[src/rtl/vme_seq_pkg.sv]
package vme_seq_pkg;

  localparam int AM_W = 6;

  localparam logic [AM_W-1:0] AM_STD_DATA = 6'h39;
  localparam logic [AM_W-1:0] AM_STD_BLT  = 6'h3B;
  localparam logic [AM_W-1:0] AM_STD_MBLT = 6'h38;

  localparam logic [1:0] ERR_NONE    = 2'd0;
  localparam logic [1:0] ERR_BADAM   = 2'd1;
  localparam logic [1:0] ERR_TIMEOUT = 2'd2;

  typedef enum logic [1:0] {XF_SINGLE, XF_BLT, XF_MBLT, XF_BAD} xferKind_e;

  typedef enum logic [2:0] {
    ST_IDLE, ST_SETUP, ST_STROBE, ST_RDHOLD, ST_DECIDE, ST_WAITREL
  } seqState_e;

  // Strobes from control to datapath
  typedef struct packed {
    logic loadReq;
    logic loadNext;
    logic capture;
    logic clrValid;
    logic timeout;
    logic addrDone;
    logic cntClr;
    logic cntInc;
  } ctlStrobe_t;

  function automatic xferKind_e decodeAm(input logic [AM_W-1:0] am);
    case (am)
      AM_STD_DATA: return XF_SINGLE;
      AM_STD_BLT:  return XF_BLT;
      AM_STD_MBLT: return XF_MBLT;
      default:     return XF_BAD;
    endcase
  endfunction

endpackage

[src/rtl/vme_seq_dpath.sv]
module vme_seq_dpath
  import vme_seq_pkg::*;
#(
  parameter int ADDR_W = 32,
  parameter int CNT_W  = 8
) (
  input  logic                  clk,
  input  logic                  rstN,
  input  ctlStrobe_t            ctl,
  input  seqState_e             state,
  input  logic [AM_W-1:0]       reqAm,
  input  logic                  reqWrite,
  input  logic [ADDR_W-1:0]     reqAddr,
  input  logic [2*ADDR_W-1:0]   reqWdata,
  input  logic [ADDR_W-1:0]     busAddrIn,
  input  logic [ADDR_W-1:0]     busDataIn,
  output xferKind_e             kindNow,
  output xferKind_e             kindQ,
  output logic                  writeQ,
  output logic                  addrPhaseQ,
  output logic [CNT_W-1:0]      cnt,
  output logic                  rspGoTaken,
  output logic                  rspDataValid,
  output logic [2*ADDR_W-1:0]   rspRdata,
  output logic [1:0]            rspErr,
  output logic [ADDR_W-1:0]     busAddrOut,
  output logic                  busAddrOe,
  output logic [ADDR_W-1:0]     busDataOut,
  output logic                  busDataOe,
  output logic                  busAsN,
  output logic [1:0]            busDsN,
  output logic                  busIackN,
  output logic                  busCtrlOe
);

  localparam int DATA_W = 2 * ADDR_W;

  logic [ADDR_W-1:0] addrQ;
  logic [DATA_W-1:0] wdataQ;
  logic [DATA_W-1:0] rdataQ;
  logic              validQ;
  logic [1:0]        errQ;
  logic              goTakenQ;

  assign kindNow = decodeAm(reqAm);

  always_ff @(posedge clk or negedge rstN) begin
    if (!rstN) begin
      addrQ      <= '0;
      wdataQ     <= '0;
      writeQ     <= 1'b0;
      kindQ      <= XF_SINGLE;
      addrPhaseQ <= 1'b0;
      errQ       <= ERR_NONE;
      goTakenQ   <= 1'b0;
    end else begin
      goTakenQ <= ctl.loadReq;
      if (ctl.loadReq) begin
        addrQ      <= reqAddr;
        wdataQ     <= reqWdata;
        writeQ     <= reqWrite;
        kindQ      <= kindNow;
        addrPhaseQ <= (kindNow == XF_MBLT);
        errQ       <= (kindNow == XF_BAD) ? ERR_BADAM : ERR_NONE;
      end else if (ctl.loadNext) begin
        addrQ  <= reqAddr;
        wdataQ <= reqWdata;
      end
      if (ctl.addrDone) addrPhaseQ <= 1'b0;
      if (ctl.timeout)  errQ       <= ERR_TIMEOUT;
    end
  end

  // Read capture and data-present flag
  always_ff @(posedge clk or negedge rstN) begin
    if (!rstN) begin
      rdataQ <= '0;
      validQ <= 1'b0;
    end else if (ctl.capture) begin
      rdataQ <= (kindQ == XF_MBLT) ? {busAddrIn, busDataIn}
                                   : {{ADDR_W{1'b0}}, busDataIn};
      validQ <= 1'b1;
    end else if (ctl.clrValid) begin
      validQ <= 1'b0;
    end
  end

  // Shared setup / watchdog counter
  always_ff @(posedge clk or negedge rstN) begin
    if (!rstN)            cnt <= '0;
    else if (ctl.cntClr)  cnt <= '0;
    else if (ctl.cntInc)  cnt <= cnt + 1'b1;
  end

  logic active;
  logic mblt;
  logic beatPhase;

  always_comb begin
    active    = (state != ST_IDLE);
    mblt      = (kindQ == XF_MBLT);
    beatPhase = (state == ST_SETUP) || (state == ST_STROBE);

    busCtrlOe  = active;
    busAsN     = !active;
    busIackN   = 1'b1;
    busDsN     = (state == ST_STROBE) ? 2'b00 : 2'b11;
    busAddrOe  = active && (!mblt || addrPhaseQ || (writeQ && beatPhase));
    busAddrOut = (mblt && !addrPhaseQ) ? wdataQ[DATA_W-1:ADDR_W] : addrQ;
    busDataOe  = active && writeQ && !(mblt && addrPhaseQ);
    busDataOut = wdataQ[ADDR_W-1:0];
  end

  assign rspGoTaken   = goTakenQ;
  assign rspDataValid = validQ;
  assign rspRdata     = rdataQ;
  assign rspErr       = errQ;

endmodule

[src/rtl/vme_seq_ctrl.sv]
module vme_seq_ctrl
  import vme_seq_pkg::*;
#(
  parameter int SETUP_CYC = 4,
  parameter int WDOG_CYC  = 256,
  parameter int CNT_W     = 9
) (
  input  logic             clk,
  input  logic             rstN,
  input  logic             reqGo,
  input  xferKind_e        kindNow,
  input  xferKind_e        kindQ,
  input  logic             writeQ,
  input  logic             addrPhaseQ,
  input  logic [CNT_W-1:0] cnt,
  input  logic             busDtackN,
  input  logic             blkDecided,
  input  logic             blkContinue,
  input  logic             dataTaken,
  output seqState_e        state,
  output ctlStrobe_t       ctl,
  output logic             rspBusy,
  output logic             rspBlkAsk
);

  localparam logic [CNT_W-1:0] SETUP_LAST = CNT_W'(SETUP_CYC - 1);
  localparam logic [CNT_W-1:0] WDOG_LAST  = CNT_W'(WDOG_CYC - 1);

  seqState_e nxt;

  always_comb begin
    ctl = '0;
    nxt = state;
    case (state)
      ST_IDLE: begin
        if (reqGo) begin
          ctl.loadReq = 1'b1;
          if (kindNow != XF_BAD) begin
            ctl.cntClr = 1'b1;
            nxt        = ST_SETUP;
          end
        end
      end
      ST_SETUP: begin
        if (cnt == SETUP_LAST) begin
          ctl.cntClr = 1'b1;
          nxt        = ST_STROBE;
        end else begin
          ctl.cntInc = 1'b1;
        end
      end
      ST_STROBE: begin
        if (!busDtackN) begin
          ctl.cntClr = 1'b1;
          if (addrPhaseQ) begin
            ctl.addrDone = 1'b1;
            nxt          = ST_WAITREL;
          end else begin
            ctl.capture = !writeQ;
            if (kindQ == XF_SINGLE) nxt = writeQ ? ST_IDLE : ST_RDHOLD;
            else                    nxt = ST_DECIDE;
          end
        end else if (cnt == WDOG_LAST) begin
          ctl.timeout = 1'b1;
          nxt         = ST_IDLE;
        end else begin
          ctl.cntInc = 1'b1;
        end
      end
      ST_RDHOLD: begin
        if (dataTaken) begin
          ctl.clrValid = 1'b1;
          nxt          = ST_IDLE;
        end
      end
      ST_DECIDE: begin
        if (blkDecided) begin
          ctl.clrValid = 1'b1;
          if (blkContinue) begin
            ctl.loadNext = 1'b1;
            ctl.cntClr   = 1'b1;
            nxt          = ST_WAITREL;
          end else begin
            nxt = ST_IDLE;
          end
        end
      end
      ST_WAITREL: begin
        if (busDtackN) begin
          ctl.cntClr = 1'b1;
          nxt        = ST_SETUP;
        end else if (cnt == WDOG_LAST) begin
          ctl.timeout = 1'b1;
          nxt         = ST_IDLE;
        end else begin
          ctl.cntInc = 1'b1;
        end
      end
      default: nxt = ST_IDLE;
    endcase
  end

  always_ff @(posedge clk or negedge rstN) begin
    if (!rstN) state <= ST_IDLE;
    else       state <= nxt;
  end

  assign rspBusy   = (state != ST_IDLE);
  assign rspBlkAsk = (state == ST_DECIDE);

endmodule

[src/rtl/vme_xfer_seq.sv]
module vme_xfer_seq
  import vme_seq_pkg::*;
#(
  parameter int ADDR_W    = 32,
  parameter int SETUP_CYC = 4,
  parameter int WDOG_CYC  = 256
) (
  input  logic                clk,
  input  logic                rstN,
  input  logic                reqGo,
  input  logic                reqWrite,
  input  logic [5:0]          reqAm,
  input  logic [ADDR_W-1:0]   reqAddr,
  input  logic [2*ADDR_W-1:0] reqWdata,
  output logic                rspBusy,
  output logic                rspGoTaken,
  output logic                rspDataValid,
  output logic [2*ADDR_W-1:0] rspRdata,
  output logic [1:0]          rspErr,
  input  logic                dataTaken,
  output logic                rspBlkAsk,
  input  logic                blkDecided,
  input  logic                blkContinue,
  output logic [ADDR_W-1:0]   busAddrOut,
  input  logic [ADDR_W-1:0]   busAddrIn,
  output logic                busAddrOe,
  output logic [ADDR_W-1:0]   busDataOut,
  input  logic [ADDR_W-1:0]   busDataIn,
  output logic                busDataOe,
  output logic                busAsN,
  output logic [1:0]          busDsN,
  output logic                busIackN,
  output logic                busCtrlOe,
  input  logic                busDtackN
);

  localparam int CNT_MAX = (WDOG_CYC > SETUP_CYC) ? WDOG_CYC : SETUP_CYC;
  localparam int CNT_W   = $clog2(CNT_MAX + 1);

  ctlStrobe_t       ctl;
  seqState_e        state;
  xferKind_e        kindNow;
  xferKind_e        kindQ;
  logic             writeQ;
  logic             addrPhaseQ;
  logic [CNT_W-1:0] cnt;

  vme_seq_ctrl #(
    .SETUP_CYC (SETUP_CYC),
    .WDOG_CYC  (WDOG_CYC),
    .CNT_W     (CNT_W)
  ) u_ctrl (
    .clk         (clk),
    .rstN        (rstN),
    .reqGo       (reqGo),
    .kindNow     (kindNow),
    .kindQ       (kindQ),
    .writeQ      (writeQ),
    .addrPhaseQ  (addrPhaseQ),
    .cnt         (cnt),
    .busDtackN   (busDtackN),
    .blkDecided  (blkDecided),
    .blkContinue (blkContinue),
    .dataTaken   (dataTaken),
    .state       (state),
    .ctl         (ctl),
    .rspBusy     (rspBusy),
    .rspBlkAsk   (rspBlkAsk)
  );

  vme_seq_dpath #(
    .ADDR_W (ADDR_W),
    .CNT_W  (CNT_W)
  ) u_dpath (
    .clk          (clk),
    .rstN         (rstN),
    .ctl          (ctl),
    .state        (state),
    .reqAm        (reqAm),
    .reqWrite     (reqWrite),
    .reqAddr      (reqAddr),
    .reqWdata     (reqWdata),
    .busAddrIn    (busAddrIn),
    .busDataIn    (busDataIn),
    .kindNow      (kindNow),
    .kindQ        (kindQ),
    .writeQ       (writeQ),
    .addrPhaseQ   (addrPhaseQ),
    .cnt          (cnt),
    .rspGoTaken   (rspGoTaken),
    .rspDataValid (rspDataValid),
    .rspRdata     (rspRdata),
    .rspErr       (rspErr),
    .busAddrOut   (busAddrOut),
    .busAddrOe    (busAddrOe),
    .busDataOut   (busDataOut),
    .busDataOe    (busDataOe),
    .busAsN       (busAsN),
    .busDsN       (busDsN),
    .busIackN     (busIackN),
    .busCtrlOe    (busCtrlOe)
  );

endmodule

[config.mk]
export PLATFORM = sky130hd
export DESIGN_NAME = vme_xfer_seq
export DESIGN_NICKNAME = d
export VERILOG_FILES = /design/src/rtl/vme_seq_pkg.sv /design/src/rtl/vme_seq_dpath.sv /design/src/rtl/vme_seq_ctrl.sv /design/src/rtl/vme_xfer_seq.sv
export SDC_FILE = /design/constraint.sdc
export NUM_CORES = 1
export LEC_CHECK = 0
export BUFFER_PORTS_ARGS = -buffer_cell sky130_fd_sc_hd__buf_2
export CAP_MARGIN = 20
export CORE_UTILIZATION = 50
export CTS_BUF_LIST = sky130_fd_sc_hd__clkbuf_8
export CTS_CLUSTER_SIZE = 24
export DETAILED_ROUTE_END_ITERATION = 12
export GPL_TIMING_DRIVEN = 0
export PLACE_DENSITY_LB_ADDON = 0.15
export SLEW_MARGIN = 30
export SYNTH_ARGS = -nofsm -noshare
export SYNTH_HDL_FRONTEND = slang
export SYNTH_HIERARCHICAL = 1
export SYNTH_SLANG_ARGS = --single-unit
[constraint.sdc]
create_clock -name clk -period 2.55 [get_ports clk]
set_input_delay 0.1275 -clock clk [delete_from_list [all_inputs] [get_ports clk]]
set_output_delay 0.1275 -clock clk [all_outputs]
set_load 0.01 [all_outputs]
# ---- Word level (Yosys, flattened, before mapping)
# Cells that the tools add are included.
dict set report totals {
  word_cells 112
  inputBits 174
  output_inout_bits 141
  ff_bits 180
}
dict set report op_classes {
  n_eq_ne 19
  n_mux 58
  reduce_logical 23
  add_sub_neg 1
}
# cell n
set op_table {}
lappend op_table {{two-way mux 64 bit} 3}
lappend op_table {{two-way mux 32 bit} 3}
lappend op_table {{two-way mux 3 bit} 11}
lappend op_table {{two-way mux 1 bit} 28}
lappend op_table {{equality test 6 bit (second input constant)} 3}
lappend op_table {{two-way mux 9 bit} 2}
lappend op_table {{one-hot mux 3 bit (6 select lines)} 1}
lappend op_table {{two-way mux 2 bit} 5}
lappend op_table {{nonzero test 2 bit} 5}
lappend op_table {{adder 9 x 1 -> 9 bit (second input constant)} 1}
lappend op_table {{equality test 9 x 2 -> 1 bit (second input constant)} 1}
lappend op_table {{equality test 9 x 8 -> 1 bit (second input constant)} 1}
lappend op_table {{equality test 2 bit (second input constant)} 3}
lappend op_table {{equality test 3 x 2 -> 1 bit (second input constant)} 2}
lappend op_table {{equality test 3 bit (second input constant)} 2}
lappend op_table {{logical AND 1 bit} 6}
lappend op_table {{inequality test 2 x 1 -> 1 bit (second input constant)} 3}
lappend op_table {{inequality test 2 bit (second input constant)} 3}
lappend op_table {{one-hot mux 2 bit (3 select lines)} 1}
lappend op_table {{zero test 1 bit} 5}
lappend op_table {{one-hot mux 1 bit (5 select lines)} 1}
lappend op_table {{AND reduction 5 bit} 1}
lappend op_table {{one-hot mux 1 bit (2 select lines)} 2}
lappend op_table {{equality test 3 x 1 -> 1 bit (second input constant)} 1}
lappend op_table {{5 further kinds} 7}

# ---- Logic depth before layout (Yosys ltp)
dict set report logic_depth {
  word_depth 7
  depth_mapped 11
  mapped_depth_nobuf 9
}

# ---- Hierarchy
# Netlist, hierarchy kept.
# mod cells_each n_inst seq_area_each_um2 area_per_inst_um2
set modules_own_cells {}
lappend modules_own_cells {vme_seq_dpath 558 1 4429.2 7482.2}
lappend modules_own_cells {vme_seq_ctrl 69 1 75.1 520.5}

# ---- Least setup slack after synthesis
# Ideal clock, no wire load.
dict set report synth_path {
  kind {register to register}
  start {register u_ctrl.state[2]}
  end {register u_dpath.rdataQ[10], in the netlist u_dpath/rspRdata[10]}
  arrival_time_ps 2128
  setup_slack_ps 297
  setup_ps 125
  path_buffers 2
  stages_incl_launch_ff 7
  required_time_ps 2425
  cell_sequence {dfrtp_1 -> or4b_4 -> or3_4 -> inv_1 -> buf_2 -> buf_2 -> mux2_2}
}
# element line
set synth_lines {}
lappend synth_lines {{start: declaration} vme_seq_ctrl.sv:20} ;# output seqState_e state,
lappend synth_lines {{start signal: assignment} vme_seq_ctrl.sv:105} ;# else state <= nxt;
lappend synth_lines {{end signal: assignment} vme_seq_dpath.sv:80} ;# rdataQ <= (kindQ == XF_MBLT) ? {busAddrIn, busDataIn}
lappend synth_lines {{end: declaration} vme_seq_dpath.sv:40} ;# logic [DATA_W-1:0] rdataQ;

==> summary.json <==
{
  "run_status": {"value": "finished clean"},
  "area_delta_synth_final": {"value": 49.9, "unit": "%"},
  "cellLeakagePower": {"value": 0.00584, "unit": "uW"},
  "die_width": {"value": 129, "unit": "um"},
  "timing.max_cap.violations": {"value": 0},
  "first_pass_grt_wire_length": {"value": 36200, "unit": "um"},
  "synthFlopType": {"value": "sky130_fd_sc_hd__dfrtp_1"},
  "critical-path-top-delay-family": {"value": "simple AND/OR/NAND/NOR gates"},
  "clkSinkCount": {"value": 180},
  "num-nets-final": {"value": 1303},
  "crit_slowest_cell": {"value": "sky130_fd_sc_hd__or4b_4"},
  "vdd_drop_max": {"value": 603, "unit": "uV"},
  "number_of_global_route_vias_before_repair": {"value": 7120},
  "synth_area_leaders": {"value": "sky130_fd_sc_hd__dfrtp_1 (56%), sky130_fd_sc_hd__mux2_2 (22%), sky130_fd_sc_hd__buf_4 (3.7%), sky130_fd_sc_hd__o21ai_0 (2.3%), sky130_fd_sc_hd__inv_1 (2.0%)"},
  "finalCriticalPeriod": {"value": 2430, "unit": "ps"},
  "crit_buf_inv": {"value": 3},
  "post-route-worst-setup-slack": {"value": 117, "unit": "ps"},
  "post_route_cells_drive_above_1_share": {"value": 0.509},
  "insertion_delay": {"value": 460, "unit": "ps"},
  "worstMarginPinSlew": {"value": 856, "unit": "ps"},
  "drc": {"value": 0},
  "synth_seq_cells": {"value": 180},
  "finalNonFillerCells": {"value": 1353},
  "setup_viol_count_final": {"value": 0},
  "detailedPlace.worstSlack": {"value": 13.2, "unit": "ps"},
  "antenna_found_initial": {"value": 0},
  "floorplan.rows": {"value": 45},
  "worst-setup-path-type": {"value": "reg2reg"},
  "start_util": {"value": 0.519},
  "synth_top_cell_by_area": {"value": "sky130_fd_sc_hd__dfrtp_1"},
  "fmaxAchievable": {"value": 0.411, "unit": "GHz"},
  "place_congestion": {"value": 0.839},
  "critical_path_arrival": {"value": 2780, "unit": "ps"},
  "numPortBuffers": {"value": 313},
  "via_count": {"value": 6742},
  "post-synth-top-area-fraction": {"value": 0.563},
  "synth_area": {"value": 0.00800, "unit": "mm^2"},
  "chipHeight": {"value": 129, "unit": "um"},
  "grt_use_total": {"value": 0.291},
  "synth_enable_flop_cells": {"value": 0},
  "synth.yosys.warnings": {"value": 6},
  "cts-buffers-inserted": {"value": 17},
  "hold_viol_final": {"value": 0},
  "critPathLaunchType": {"value": "register"},
  "dieArea": {"value": 0.0165, "unit": "mm^2"},
  "layout_common_cells": {"value": "sky130_fd_sc_hd__buf_2 (324), sky130_fd_sc_hd__dfrtp_1 (177), sky130_fd_sc_hd__dlygate4sd3_1 (165)"},
  "timing.critical_path.cells": {"value": "or4b_4, or3_4, inv_1, buf_4, buf_2, mux2_2"},
  "p_per_area": {"value": 1040, "unit": "mW/mm^2"},
  "top_level_ports": {"value": 315},
  "postSynthNetCount": {"value": 802},
  "dpl.cell_count": {"value": 1153},
  "yosys.cell_types.count": {"value": 55},
  "detail_route.wl_per_cell": {"value": 17.4, "unit": "um"},
  "post_synthesis_mean_instance_area": {"value": 12.8, "unit": "um^2"},
  "peak_per_stage_delay_on_the_critical_path": {"value": 580, "unit": "ps"},
  "slew_violations": {"value": 0},
  "via_per_inst": {"value": 4.98},
  "htree_num_levels": {"value": 4},
  "worst_slew_margin_rel": {"value": 0.424},
  "synth.yosys.seq_area_share": {"value": 0.563},
  "layout_commonest_cell": {"value": "sky130_fd_sc_hd__buf_2"},
  "pin_count_of_the_biggest_net_entering_global_routing": {"value": 66},
  "number_of_nets_with_antenna_violations_after_detailed_routing": {"value": 0},
  "timing.critical_path.required": {"value": 2890, "unit": "ps"},
  "drt_pass1_iterations": {"value": 7},
  "path_clk_slew": {"value": 90, "unit": "ps"},
  "dr.first_iter.drc_count": {"value": 315},
  "worst_setup_path_end_kind": {"value": "register"},
  "min_path_type": {"value": "in2reg"},
  "synth_cells": {"value": 627},
  "layout_worst_path_cycle_share": {"value": 0.954},
  "finalClockSkew": {"value": 13.7, "unit": "ps"},
  "fp.coreArea": {"value": 0.0154, "unit": "mm^2"},
  "drt_wl_total": {"value": 23500, "unit": "um"},
  "dp_hpwl": {"value": 14500, "unit": "um"},
  "globalRoute.totalOverflow": {"value": 0},
  "cts-root-to-sink-buffers": {"value": 2},
  "clk_root_buffer_cell": {"value": "sky130_fd_sc_hd__clkbuf_8"},
  "worst_hold_slack": {"value": 117, "unit": "ps"},
  "asyncSetResetFlopFracSynth": {"value": 1.00},
  "filler_cell_count": {"value": 967},
  "cts_tree": {"value": "yes"},
  "maximum_net_fanout_on_the_critical_path": {"value": 10}
}
[per-stage QoR]
stage | total power, uW | instance area, um^2 | TNS [ps] | utilization
floorplan | 8220 | 8000 | 0 | -
global placement | 10000 | 9830 | -279860 | 0.637
detailed placement | 10200 | 9900 | 0 | 0.642
CTS | 12400 | 12000 | 0 | 0.775
global route | 13200 | 12000 | -0.341 | 0.778
finish | 12500 | 12000 | 0 | 0.778
[registers in the layout (all words and copies together), names as in the netlist]
name                  flops
u_dpath/addrQ            32
u_dpath/wdataQ           64
u_dpath/addrPhaseQ        1
u_dpath/writeQ            1
u_ctrl/state              3
u_dpath/rspErr            2
u_dpath/kindQ             2
u_dpath/cnt               9
u_dpath/rspGoTaken        1
u_dpath/rspDataValid      1
u_dpath/rspRdata         64
[Yosys cell counts (3+ instances only)]
| cell | instances |
|---|---|
| sky130_fd_sc_hd__nor3_1 | 4 |
| sky130_fd_sc_hd__or3_1 | 7 |
| sky130_fd_sc_hd__or4bb_1 | 3 |
| sky130_fd_sc_hd__xor2_1 | 3 |
| sky130_fd_sc_hd__clkbuf_1 | 4 |
| sky130_fd_sc_hd__dfrtp_1 | 180 |
| sky130_fd_sc_hd__nand2_1 | 41 |
| sky130_fd_sc_hd__buf_6 | 8 |
| sky130_fd_sc_hd__nor2_1 | 19 |
| sky130_fd_sc_hd__buf_2 | 14 |
| sky130_fd_sc_hd__buf_4 | 39 |
| sky130_fd_sc_hd__and3b_1 | 3 |
| sky130_fd_sc_hd__nor2b_1 | 3 |
| sky130_fd_sc_hd__mux2_2 | 158 |
| sky130_fd_sc_hd__o21ai_0 | 36 |
| sky130_fd_sc_hd__a21oi_1 | 9 |
| sky130_fd_sc_hd__nand4_1 | 4 |
| sky130_fd_sc_hd__mux2_1 | 4 |
| sky130_fd_sc_hd__a31oi_1 | 3 |
| sky130_fd_sc_hd__inv_1 | 42 |
[layer usage]
layer	vias to the layer above	GRT usage	routed length [um]
met5	-	0	0
met4	0	0.152	1010
met3	72	0.0732	1490
met2	258	0.514	12000
met1	3287	0.324	8980
li1	3125	-	-
[power by group]
group / switching, uW / total [uW] / internal, uW / leakage (uW)
Sequential: 779 / 5000 / 4220 / 0.00217
Clock: 1020 / 1970 / 948 / 0.000206
Combinational: 2570 / 5560 / 2990 / 0.00346
[kinds of logic (layout without fill, tap and decap cells)]
logic type,count (synthesis),after routing,synth area share
mux,163,163,0.229
xor+xnor,4,4,0.00438
compound gates,68,68,0.0530
flops,180,180,0.563
simple gates,103,103,0.0704
other cells,1,2,0.000469
fa+ha+maj,1,1,0.00156
buf+inv,107,621,0.0782
[final timing paths]
| path | from | endpoint | cells after the start | slack (ps) |
|---|---|---|---|---|
| worst max-delay path | u_ctrl/state[2]$_DFFE_PN0P_ | u_dpath/rspRdata[24]$_DFFE_PN0P_ | 6 | 120 |
| max in group asynchronous | rstN | u_dpath/addrQ[27]$_DFFE_PN0P_ | 4 | 1370 |
| worst min-delay path | dataTaken | u_ctrl/state[1]$_DFFE_PN0P_ | 3 | 120 |
| min in group asynchronous | rstN | u_dpath/rspRdata[9]$_DFFE_PN0P_ | 2 | 210 |
| worst min register to register | u_dpath/rspDataValid$_DFFE_PN0P_ | u_dpath/rspDataValid$_DFFE_PN0P_ | 1 | 480 |
| worst max register to register | u_ctrl/state[2]$_DFFE_PN0P_ | u_dpath/rspRdata[24]$_DFFE_PN0P_ | 6 | 120 |
[timing repair]
action | CTS | global route
resized for setup | 1 | 8
endpoints found under the setup margin | 1 | 43
hold buffers | 165 | 0
buffers inserted | 0 | 2
endpoints found under the hold margin | 229 | 0
gates cloned | 0 | 0
[tightest hold or removal path, stage by stage]
cell and delay, ps:
sky130_fd_sc_hd__buf_2 100, sky130_fd_sc_hd__or4bb_1 120, sky130_fd_sc_hd__a21bo_1 190
[layout make-up]
cell class | instances | area [um^2] | share of cell area
Sequential cell | 180 | 4510 | 0.376
Antenna cell | 1 | 2.50 | 0.000209
Multi-Input combinational cell | 340 | 2880 | 0.240
Inverter | 42 | 158 | 0.0131
Tap cell | 211 | 264 | 0.0220
Buffer | 65 | 484 | 0.0404
Timing Repair Buffer | 482 | 3300 | 0.275
Clock buffer | 20 | 275 | 0.0229
Clock inverter | 12 | 129 | 0.0107
Note: power is estimated with default switching activity, not from simulation.
